**src/rtl/vtg_pkg.sv**
```systemverilog
package vtg_pkg;

   // Register map: control, interrupt enables, interrupt pending, then the
   // per-axis size fields, horizontal axis first.
   localparam int REG_CTRL     = 0;
   localparam int REG_IRQ_EN   = 1;
   localparam int REG_IRQ_PEND = 2;
   localparam int FIELD_BASE   = 4;

   localparam int NUM_AXES     = 2;
   localparam int AXIS_FIELDS  = 4;

   // Field order inside one axis; also the segment order along that axis.
   localparam int F_ACT   = 0;
   localparam int F_FRONT = 1;
   localparam int F_SYNC  = 2;
   localparam int F_BACK  = 3;

   typedef enum logic [1:0] {
      SEG_ACTIVE = 2'd0,
      SEG_FRONT  = 2'd1,
      SEG_SYNC   = 2'd2,
      SEG_BACK   = 2'd3
   } seg_e;

   function automatic int field_addr(input int axis, input int field);
      return FIELD_BASE + axis * AXIS_FIELDS + field;
   endfunction

endpackage

```
**src/rtl/vtg_regs.sv**
```systemverilog
module vtg_regs
   import vtg_pkg::*;
#(
   parameter int FIELD_W = 12,
   parameter int ADDR_W  = 4,
   parameter int DATA_W  = 16
) (
   input  logic                clk,
   input  logic                rst_n,
   input  logic                wr_en,
   input  logic [ADDR_W-1:0]   wr_addr,
   input  logic [DATA_W-1:0]   wr_data,
   input  logic                frame_load,
   output logic                video_en,
   output logic                frame_en,
   output logic                irq_glb_en,
   output logic                irq_frm_en,
   output logic                pend_clr,
   output logic [NUM_AXES-1:0][AXIS_FIELDS-1:0][FIELD_W-1:0] shadow
);

   logic [NUM_AXES-1:0][AXIS_FIELDS-1:0][FIELD_W-1:0] staged;

   always_ff @(posedge clk or negedge rst_n) begin
      if (!rst_n) begin
         video_en   <= 1'b0;
         frame_en   <= 1'b0;
         irq_glb_en <= 1'b0;
         irq_frm_en <= 1'b0;
      end else if (wr_en) begin
         if (wr_addr == ADDR_W'(REG_CTRL)) begin
            video_en <= wr_data[0];
            frame_en <= wr_data[1];
         end
         if (wr_addr == ADDR_W'(REG_IRQ_EN)) begin
            irq_glb_en <= wr_data[0];
            irq_frm_en <= wr_data[1];
         end
      end
   end

   assign pend_clr = wr_en && (wr_addr == ADDR_W'(REG_IRQ_PEND)) && wr_data[0];

   for (genvar ax = 0; ax < NUM_AXES; ax++) begin : g_axis
      for (genvar f = 0; f < AXIS_FIELDS; f++) begin : g_field
         localparam logic [ADDR_W-1:0] MY_ADDR = ADDR_W'(field_addr(ax, f));

         always_ff @(posedge clk or negedge rst_n) begin
            if (!rst_n) begin
               staged[ax][f] <= '0;
            end else if (wr_en && wr_addr == MY_ADDR) begin
               staged[ax][f] <= wr_data[FIELD_W-1:0];
            end
         end

         always_ff @(posedge clk or negedge rst_n) begin
            if (!rst_n) begin
               shadow[ax][f] <= '0;
            end else if (frame_load) begin
               shadow[ax][f] <= staged[ax][f];
            end
         end
      end
   end

   // the sizes in use change only on a frame boundary or while stopped
   p_shadow_hold_r9: assert property (@(posedge clk) disable iff (!rst_n)
      !frame_load |=> $stable(shadow));

endmodule

```
**src/rtl/vtg_axis.sv**
```systemverilog
module vtg_axis
   import vtg_pkg::*;
#(
   parameter int FIELD_W = 12
) (
   input  logic               clk,
   input  logic               rst_n,
   input  logic               run,
   input  logic               step,
   input  logic [FIELD_W-1:0] len_act,
   input  logic [FIELD_W-1:0] len_front,
   input  logic [FIELD_W-1:0] len_sync,
   input  logic [FIELD_W-1:0] len_back,
   output logic [FIELD_W+1:0] cnt,
   output seg_e               seg,
   output logic               at_last,
   output logic               at_act_end
);

   localparam int CNT_W = FIELD_W + 2;

   logic [CNT_W-1:0] end_act;
   logic [CNT_W-1:0] end_front;
   logic [CNT_W-1:0] end_sync;
   logic [CNT_W-1:0] end_back;

   // Each field holds length-1, so every segment adds field+1 positions.
   always_comb begin
      end_act   = CNT_W'(len_act);
      end_front = end_act   + CNT_W'(len_front) + CNT_W'(1);
      end_sync  = end_front + CNT_W'(len_sync)  + CNT_W'(1);
      end_back  = end_sync  + CNT_W'(len_back)  + CNT_W'(1);
   end

   always_comb begin
      if (cnt <= end_act)        seg = SEG_ACTIVE;
      else if (cnt <= end_front) seg = SEG_FRONT;
      else if (cnt <= end_sync)  seg = SEG_SYNC;
      else                       seg = SEG_BACK;
   end

   assign at_last    = (cnt == end_back);
   assign at_act_end = (cnt == end_act);

   always_ff @(posedge clk or negedge rst_n) begin
      if (!rst_n) begin
         cnt <= '0;
      end else if (!run) begin
         cnt <= '0;
      end else if (step) begin
         cnt <= at_last ? '0 : cnt + CNT_W'(1);
      end
   end

   // the position never passes the end of the back porch
   p_cnt_in_range_r3: assert property (@(posedge clk) disable iff (!rst_n)
      run |-> (cnt <= end_back));

   // a stopped axis restarts from its first active position
   p_hold_zero_r6: assert property (@(posedge clk) disable iff (!rst_n)
      !run |=> (cnt == '0));

endmodule

```
**src/rtl/vtg_irq.sv**
```systemverilog
module vtg_irq (
   input  logic clk,
   input  logic rst_n,
   input  logic frame_evt,
   input  logic glb_en,
   input  logic frm_en,
   input  logic clr,
   output logic pending
);

   logic set_now;

   assign set_now = frame_evt && glb_en && frm_en;

   // A new event in the same cycle as a clear wins, so none is lost.
   always_ff @(posedge clk or negedge rst_n) begin
      if (!rst_n)       pending <= 1'b0;
      else if (set_now) pending <= 1'b1;
      else if (clr)     pending <= 1'b0;
   end

   // pending can only become set while both enables are on
   p_set_needs_en_r7: assert property (@(posedge clk) disable iff (!rst_n)
      $rose(pending) |-> $past(glb_en && frm_en));

   // a clear with no competing event empties the pending bit
   p_w1c_r8: assert property (@(posedge clk) disable iff (!rst_n)
      (clr && !set_now) |=> !pending);

endmodule

```
**src/rtl/vtg_top.sv**
```systemverilog
module vtg_top
   import vtg_pkg::*;
#(
   parameter int FIELD_W = 12,
   parameter int ADDR_W  = 4,
   parameter int DATA_W  = 16
) (
   input  logic              clk,
   input  logic              rst_n,
   input  logic              wr_en,
   input  logic [ADDR_W-1:0] wr_addr,
   input  logic [DATA_W-1:0] wr_data,
   output logic              hsync,
   output logic              vsync,
   output logic              de,
   output logic              frame_irq
);

   localparam int CNT_W  = FIELD_W + 2;
   localparam int AX_H   = 0;
   localparam int AX_V   = 1;
   localparam int MAP_SZ = FIELD_BASE + NUM_AXES * AXIS_FIELDS;

   if (FIELD_W < 1) begin : g_bad_field
      $error("vtg_top: FIELD_W must be at least 1");
   end
   if (DATA_W < FIELD_W || DATA_W < 2) begin : g_bad_data
      $error("vtg_top: DATA_W too narrow for a size field");
   end
   if ((1 << ADDR_W) < MAP_SZ) begin : g_bad_addr
      $error("vtg_top: ADDR_W cannot reach every register");
   end

   logic video_en, frame_en, irq_glb_en, irq_frm_en, pend_clr;
   logic running, frame_wrap, frame_load, irq_evt;
   logic [NUM_AXES-1:0][AXIS_FIELDS-1:0][FIELD_W-1:0] shadow;
   logic [NUM_AXES-1:0] step, at_last, at_act_end;
   logic [CNT_W-1:0]    cnt [NUM_AXES];
   seg_e                seg [NUM_AXES];

   vtg_regs #(
      .FIELD_W (FIELD_W),
      .ADDR_W  (ADDR_W),
      .DATA_W  (DATA_W)
   ) u_regs (
      .clk        (clk),
      .rst_n      (rst_n),
      .wr_en      (wr_en),
      .wr_addr    (wr_addr),
      .wr_data    (wr_data),
      .frame_load (frame_load),
      .video_en   (video_en),
      .frame_en   (frame_en),
      .irq_glb_en (irq_glb_en),
      .irq_frm_en (irq_frm_en),
      .pend_clr   (pend_clr),
      .shadow     (shadow)
   );

   assign running = video_en && frame_en;

   // Axis 0 advances every pixel; each further axis advances when all the
   // axes below it wrap.
   for (genvar ax = 0; ax < NUM_AXES; ax++) begin : g_ax
      if (ax == 0) begin : g_first
         assign step[ax] = 1'b1;
      end else begin : g_chain
         assign step[ax] = step[ax-1] && at_last[ax-1];
      end

      vtg_axis #(
         .FIELD_W (FIELD_W)
      ) u_axis (
         .clk        (clk),
         .rst_n      (rst_n),
         .run        (running),
         .step       (step[ax]),
         .len_act    (shadow[ax][F_ACT]),
         .len_front  (shadow[ax][F_FRONT]),
         .len_sync   (shadow[ax][F_SYNC]),
         .len_back   (shadow[ax][F_BACK]),
         .cnt        (cnt[ax]),
         .seg        (seg[ax]),
         .at_last    (at_last[ax]),
         .at_act_end (at_act_end[ax])
      );
   end

   assign frame_wrap = running && (&at_last);
   assign frame_load = !running || frame_wrap;

   // Last pixel of the last active line: pending shows from the next pixel.
   assign irq_evt = running && at_last[AX_H] && at_act_end[AX_V];

   vtg_irq u_irq (
      .clk       (clk),
      .rst_n     (rst_n),
      .frame_evt (irq_evt),
      .glb_en    (irq_glb_en),
      .frm_en    (irq_frm_en),
      .clr       (pend_clr),
      .pending   (frame_irq)
   );

   assign hsync = running && (seg[AX_H] == SEG_SYNC);
   assign vsync = running && (seg[AX_V] == SEG_SYNC);
   assign de    = running && (seg[AX_H] == SEG_ACTIVE) && (seg[AX_V] == SEG_ACTIVE);

   // sync never overlaps the displayed region
   p_de_not_sync_r3: assert property (@(posedge clk) disable iff (!rst_n)
      de |-> (!hsync && !vsync));

   // the interrupt appears at the first pixel of the first porch line
   p_irq_line_r7: assert property (@(posedge clk) disable iff (!rst_n)
      $rose(frame_irq) |-> (cnt[AX_H] == '0 && seg[AX_V] == SEG_FRONT));

   // without both enables the outputs stay quiet
   p_quiet_stopped_r5: assert property (@(posedge clk) disable iff (!rst_n)
      $past(!(video_en && frame_en)) && !running |-> !(hsync || vsync || de));

endmodule

```
**config.mk**
```make
export PLATFORM = sky130hd
export DESIGN_NAME = vtg_top
export DESIGN_NICKNAME = d
export VERILOG_FILES = /design/src/rtl/vtg_pkg.sv /design/src/rtl/vtg_regs.sv /design/src/rtl/vtg_axis.sv /design/src/rtl/vtg_irq.sv /design/src/rtl/vtg_top.sv
export SDC_FILE = /design/constraint.sdc
export NUM_CORES = 1
export LEC_CHECK = 0
export CORE_MARGIN = 3
export CORE_UTILIZATION = 45
export DETAILED_ROUTE_END_ITERATION = 10
export DONT_BUFFER_PORTS = 1
export GPL_TIMING_DRIVEN = 0
export SYNTH_ARGS = -nofsm -noshare
export SYNTH_HDL_FRONTEND = slang
export SYNTH_SLANG_ARGS = --single-unit
```
**constraint.sdc**
```tcl
create_clock -name clk -period 9.4 [get_ports clk]
set_input_delay 0.47 -clock clk [delete_from_list [all_inputs] [get_ports clk]]
set_output_delay 0.47 -clock clk [all_outputs]
set_load 0.01 [all_outputs]
```
# Yosys cells after proc, flatten, opt, wreduce, memory -nomap -nowiden
# Cells that the tools add are included.
word_totals:
  inputBits: 23
  elab_cells: 101
  reg_bits: 225
classes:
  n_lt_le_gt_ge: 6
  n_addsub: 14
  reduce_logical: 29
  eq_ne: 16
  mux: 13
op_table:
  columns: ["operator", "n"]
  rows:
  - ["14-bit by 1-bit adder with 14-bit output (second input constant)", 8]
  - ["14-bit two-way mux", 5]
  - ["14-bit by 12-bit adder with 14-bit output", 4]
  - ["14-bit less-or-equal comparator", 4]
  - ["14-bit equality test", 2]
  - ["14-bit by 12-bit less-or-equal comparator with 1-bit output", 2]
  - ["12-bit by 12-bit adder with 13-bit output", 2]
  - ["1-bit logical AND", 20]
  - ["4-bit by 3-bit equality test with 1-bit output (second input constant)", 4]
  - ["4-bit equality test (second input constant)", 4]
  - ["14-bit by 12-bit equality test with 1-bit output", 1]
  - ["2-bit two-way mux", 4]
  - ["2-bit AND reduction", 3]
  - ["2-bit equality test (second input constant)", 2]
  - ["4-bit by 1-bit equality test with 1-bit output (second input constant)", 1]
  - ["4-bit by 2-bit equality test with 1-bit output (second input constant)", 1]
  - ["2-bit logical NOT", 2]
  - ["4-bit logical NOT", 1]
  - ["1-bit two-way mux", 4]
  - ["2-bit != test (second input constant)", 1]
  - ["2-bit nonzero test", 1]
  - ["1-bit logical NOT", 1]
  - ["1-bit logical OR", 1]

# Logic depth before layout (Yosys ltp)
logic_depth:
  word_depth: 12
  mapped_depth: 32
  mapped_depth_nobuf: 30

# Cells and area by module
# Synthesis repeated with hierarchy kept, for this count alone.
hier_totals:
  hier_cells: 1521
  area_unflattened_um2: 15740.1
modules_own_cells:
  columns: ["module", "area_per_inst_um2", "cells_each", "n_inst"]
  rows:
  - ["vtg_regs", 7380.8, 431, 1]
  - ["vtg_axis at g_ax[1].u_axis", 4277.9, 567, 1]
  - ["vtg_axis at g_ax[0].u_axis", 3981.3, 509, 1]
  - ["vtg_top", 57.6, 10, 1]
  - ["vtg_irq", 42.5, 4, 1]

# Least setup slack after synthesis
# Ideal clock, no wire load.
synth_timing:
  path_type: "register to register"
  from: "register u_regs.shadow[0] (netlist name)"
  to: "register g_ax[0].u_axis.cnt[7]"
  arrival_ps: 6534
  stages_incl_launch_ff: 29
  synth_period_minus_slack_ps: 6653
  n_path_buf: 1
  setup_ps: 119
  slack_ps: 2747
  cell_sequence: "dfrtp_1 ha_1 inv_1 fa_1 inv_1 ha_1 nor4b_1 nor2_1 nor2_1 nand2_1 xnor2_1 ha_1 a2111o_1 o2111a_1 or2_2 xor2_1 ha_1 a21oi_1 nand2b_1 nand3_1 a2111oi_0 and3_1 nand3_1 or4b_2 a2111o_1 a2111o_1 nand2_1 buf_4 nor2_1"
synth_via:
  elab_chain_len: 9
synth_lines:
  columns: ["element", "line", "source"]
  rows:
  - ["12-bit by 12-bit adder with 13-bit output", "vtg_axis.sv:30", "end_front = end_act + CNT_W'(len_front) + CNT_W'(1);"]
  - ["14-bit by 1-bit adder with 14-bit output", "vtg_axis.sv:30", null]
  - ["14-bit by 12-bit adder with 14-bit output", "vtg_axis.sv:31", "end_sync = end_front + CNT_W'(len_sync) + CNT_W'(1);"]
  - ["14-bit by 1-bit adder with 14-bit output", "vtg_axis.sv:31", null]
  - ["14-bit by 12-bit adder with 14-bit output", "vtg_axis.sv:32", "end_back = end_sync + CNT_W'(len_back) + CNT_W'(1);"]
  - ["14-bit by 1-bit adder with 14-bit output", "vtg_axis.sv:32", null]
  - ["14-bit equality test", "vtg_axis.sv:42", "assign at_last = (cnt == end_back);"]
  - ["14-bit two-way mux", "vtg_axis.sv:51", "cnt <= at_last ? '0 : cnt + CNT_W'(1);"]
  - ["14-bit two-way mux", "vtg_axis.sv:48", "end else if (!run) begin"]
  - ["end signal: assignment", "vtg_axis.sv:51", null]
  - ["end: declaration", "vtg_axis.sv:14", "output logic [FIELD_W+1:0] cnt,"]
# No other way between the ends.
# A chain may end at the register's enable or synchronous reset.

# Worst setup path in the final report
layout_timing:
  from: "register u_regs.shadow[0] (netlist name)"
  to: "register g_ax[0].u_axis.cnt[6]"
layout_via:
  elab_chain_len: 9
layout_lines:
  columns: ["element", "line"]
  rows:
  - ["12-bit by 12-bit adder with 13-bit output", "vtg_axis.sv:30"]
  - ["14-bit by 1-bit adder with 14-bit output", "vtg_axis.sv:30"]
  - ["14-bit by 12-bit adder with 14-bit output", "vtg_axis.sv:31"]
  - ["14-bit by 1-bit adder with 14-bit output", "vtg_axis.sv:31"]
  - ["14-bit by 12-bit adder with 14-bit output", "vtg_axis.sv:32"]
  - ["14-bit by 1-bit adder with 14-bit output", "vtg_axis.sv:32"]
  - ["14-bit equality test", "vtg_axis.sv:42"]
  - ["14-bit two-way mux", "vtg_axis.sv:51"]
  - ["14-bit two-way mux", "vtg_axis.sv:48"]
# No other way between the ends.

==> results_dict.tcl <==
set metrics [dict create \
    initial_core_util_pct 46.1 \
    crit_arrival_ps 8350 \
    fillCellCount 3122 \
    slew_headroom_pct 8.27 \
    synth_edf_count 0 \
    setup_violations 0 \
    end_kind "flop" \
    die_y_microns 192 \
    nNetsFinal 1663 \
    holdWs_ps -128 \
    grt_pass1_vias 10800 \
    post-place-ws_ps 1490 \
    min_period_ps 7900 \
    io_buffers 0 \
    worst-path-max-fanout 10 \
    slew_viol_final 0 \
    period_share_pct 84.0 \
    die_width_microns 192 \
    clk_latency_ps 560 \
    path_clk_slew_ps 60 \
    place_congestion 0.855 \
    io_pins 27 \
    clock_path_buffers 3 \
    cp-start-kind "flop" \
    synth_area_sq_um 15600 \
    clock.fmax_ghz 0.127 \
    core-area_sq_um 33900 \
    drc 0 \
    drive_gt1_share_pct 19.8 \
    drt_iter0_drc 645 \
    cts_setup_buffers 0 \
    avgViaCountPerCell 5.68 \
    critPathMaxStageDelay_ps 690 \
    grt-ovfl-total 0 \
    antenna_found_initial 1 \
    seq_area_frac_synth_pct 36.0 \
    critPathSlowestCell "or4b_2" \
    yosysWarnings 0 \
    timing.rr.start "u_regs.shadow[0]" \
    die_area_sq_um 37000 \
    grt.total_usage_pct 21.0 \
    rsz0062_at_grt "no" \
    violations "negative hold slack" \
    postRouteWirelength_mm 38.2 \
    cts.sinks 225 \
    grt_max_degree 226 \
    status "finished, violations left" \
    num_rows 67 \
    vias 11000 \
    yosysUniqueCellTypes 91 \
    synth_ff_type "dfrtp_1" \
    grt_pass1_wl_mm 60.4 \
    dp_hpwl_mm 28.7 \
    h-tree-depth 1 \
    antenna_cells 0 \
    cts_tree "built" \
    worstMarginPinSlew_ps 1380 \
    cpMostUsedCell "ha_1" \
    cts_inserted_buffers 26 \
    fin_worst_skew_ps 16.0 \
    path_class "reg -> reg" \
    area_delta_synth_final_pct 9.33 \
    ys_ff_latch 225 \
    synthArstFlopShare_pct 100 \
    cts_hold_buf 1 \
    cp.required_ps 9850 \
    fin_ws_ps 1500 \
    first_pass_iters 5 \
    hold_violations 38 \
    startpoint "u_regs.shadow[0]" \
    hold_path.class "in -> async" \
    post_cts.resized_instances 0 \
    syn_inst 1446 \
    fin_setup_tns_ps 0 \
    antenna_left 0 \
    synth_nets 1634 \
    synth_area_per_cell_sq_um 10.8 \
    clock-root-buffer "clkbuf_16" \
    routedWlPerCell_microns 19.7 \
    finish.utilization_pct 50.5 \
    drv_cap 0 \
]
[area by class of cell]
cell class	instances	area [sq um]	share of cell area, %
flip-flops and latches	225	5630	33.0
well taps	448	561	3.28
repair buffers	1	27.5	0.161
multi-input cells	1087	9380	54.9
clock buffers	31	679	3.98
inverters	99	372	2.17
plain buffers	35	243	1.42
clock inverters	11	191	1.12
[logic make-up after synthesis]
group | after synthesis | synth area share [%]
compound gates | 274 | 12.8
xor+xnor | 117 | 6.78
fa+ha+maj | 165 | 13.5
buf+inv | 134 | 3.93
flops | 225 | 36.0
mux | 201 | 15.4
simple gates | 330 | 11.6
[cells in the final DEF, fill, tap and decap left out, drive strengths merged, types with 5 or more instances in the layout]
master / count
or2: 12
bufinv: 5
nor3b: 6
clkbuf: 45
inv: 99
a21o: 41
o21ai: 38
buf: 22
mux2i: 5
xnor2: 72
a221oi: 6
a21boi: 6
a31oi: 7
and2: 9
nor2b: 19
a21oi: 65
o21bai: 7
nor3: 15
mux2: 196
a211oi: 14
clkinv: 6
o211ai: 16
ha: 159
and3: 10
or3: 5
fa: 6
nand4: 28
dfrtp: 225
nor2: 64
nand2: 49
nand2b: 23
o31ai: 5
xor2: 43
nor4: 5
o21a: 23
nand3: 51
nand3b: 13
[final timing paths]
| kind | endpoint | slack [ps] | depth (start not counted) |
|---|---|---|---|
| max | g_ax[0].u_axis.cnt[6] | 1500 | 28 |
| min | u_regs.shadow[93] | -130 | 1 |
| max reg2reg | g_ax[0].u_axis.cnt[6] | 1500 | 28 |
| min reg2reg | u_regs.shadow[4] | 490 | 1 |
| max in group asynchronous | g_ax[0].u_axis.cnt[5] | 8400 | 1 |
| min in group clk | u_regs.staged[45] | 60 | 1 |
[synthesized netlist by cell type (all sizes together) (21+ instances only)]
cell    count  area share, %
ha        159             13
a21oi      65            2.2
xor2       43            2.5
nand2      49            1.2
mux2      196             15
xnor2      72            4.0
nand4      28            1.1
nor2       64            1.5
buf        21            1.2
dfrtp     225             36
o21ai      38            1.2
inv        99            2.4
nand2b     23           0.92
a21o       41            2.0
nand3      51            1.6
o21a       23            1.1
[worst max-delay path: cells and delay by family (launching register included)]
family | cells | cell delay, ps
AO/OA/AOI/OAI | 6 | 2260
AND/OR/NAND/NOR | 12 | 2520
flip-flops | 1 | 420
XOR/XNOR | 2 | 590
adder cells (fa/ha/maj) | 5 | 1630
buffers and inverters | 3 | 380
[flip-flops by register name, summed over array words and instances (netlist names)]
| register | flops |
|---|---|
| u_regs.irq_frm_en | 1 |
| u_irq.pending | 1 |
| u_regs.shadow | 96 |
| u_regs.video_en | 1 |
| u_regs.irq_glb_en | 1 |
| g_ax.u_axis.cnt | 28 |
| u_regs.frame_en | 1 |
| u_regs.staged | 96 |
[routing by layer]
| metal | vias up | track usage [%] | part of all wire, % |
|---|---|---|---|
| li1 | 5308 | - | - |
| met2 | 168 | 31.9 | 43 |
| met3 | 44 | 2.62 | 4.0 |
| met1 | 5478 | 31.6 | 51 |
| met5 | - | 0 | 0 |
| met4 | 0 | 5.41 | 2.4 |
[metrics by stage]
stage	hold slack [ps]	std cells	area, sq um
after floorplan	174	1446	15600
after global placement	188	1894	16200
after detailed placement	187	1894	16200
after CTS	34.7	1937	17100
after global routing	33.0	1937	17100
final	-128	1937	17100
Power is left out: the tool's default activity adds up to more than one toggle a clock period on the data nets, which glitch-free logic cannot reach.
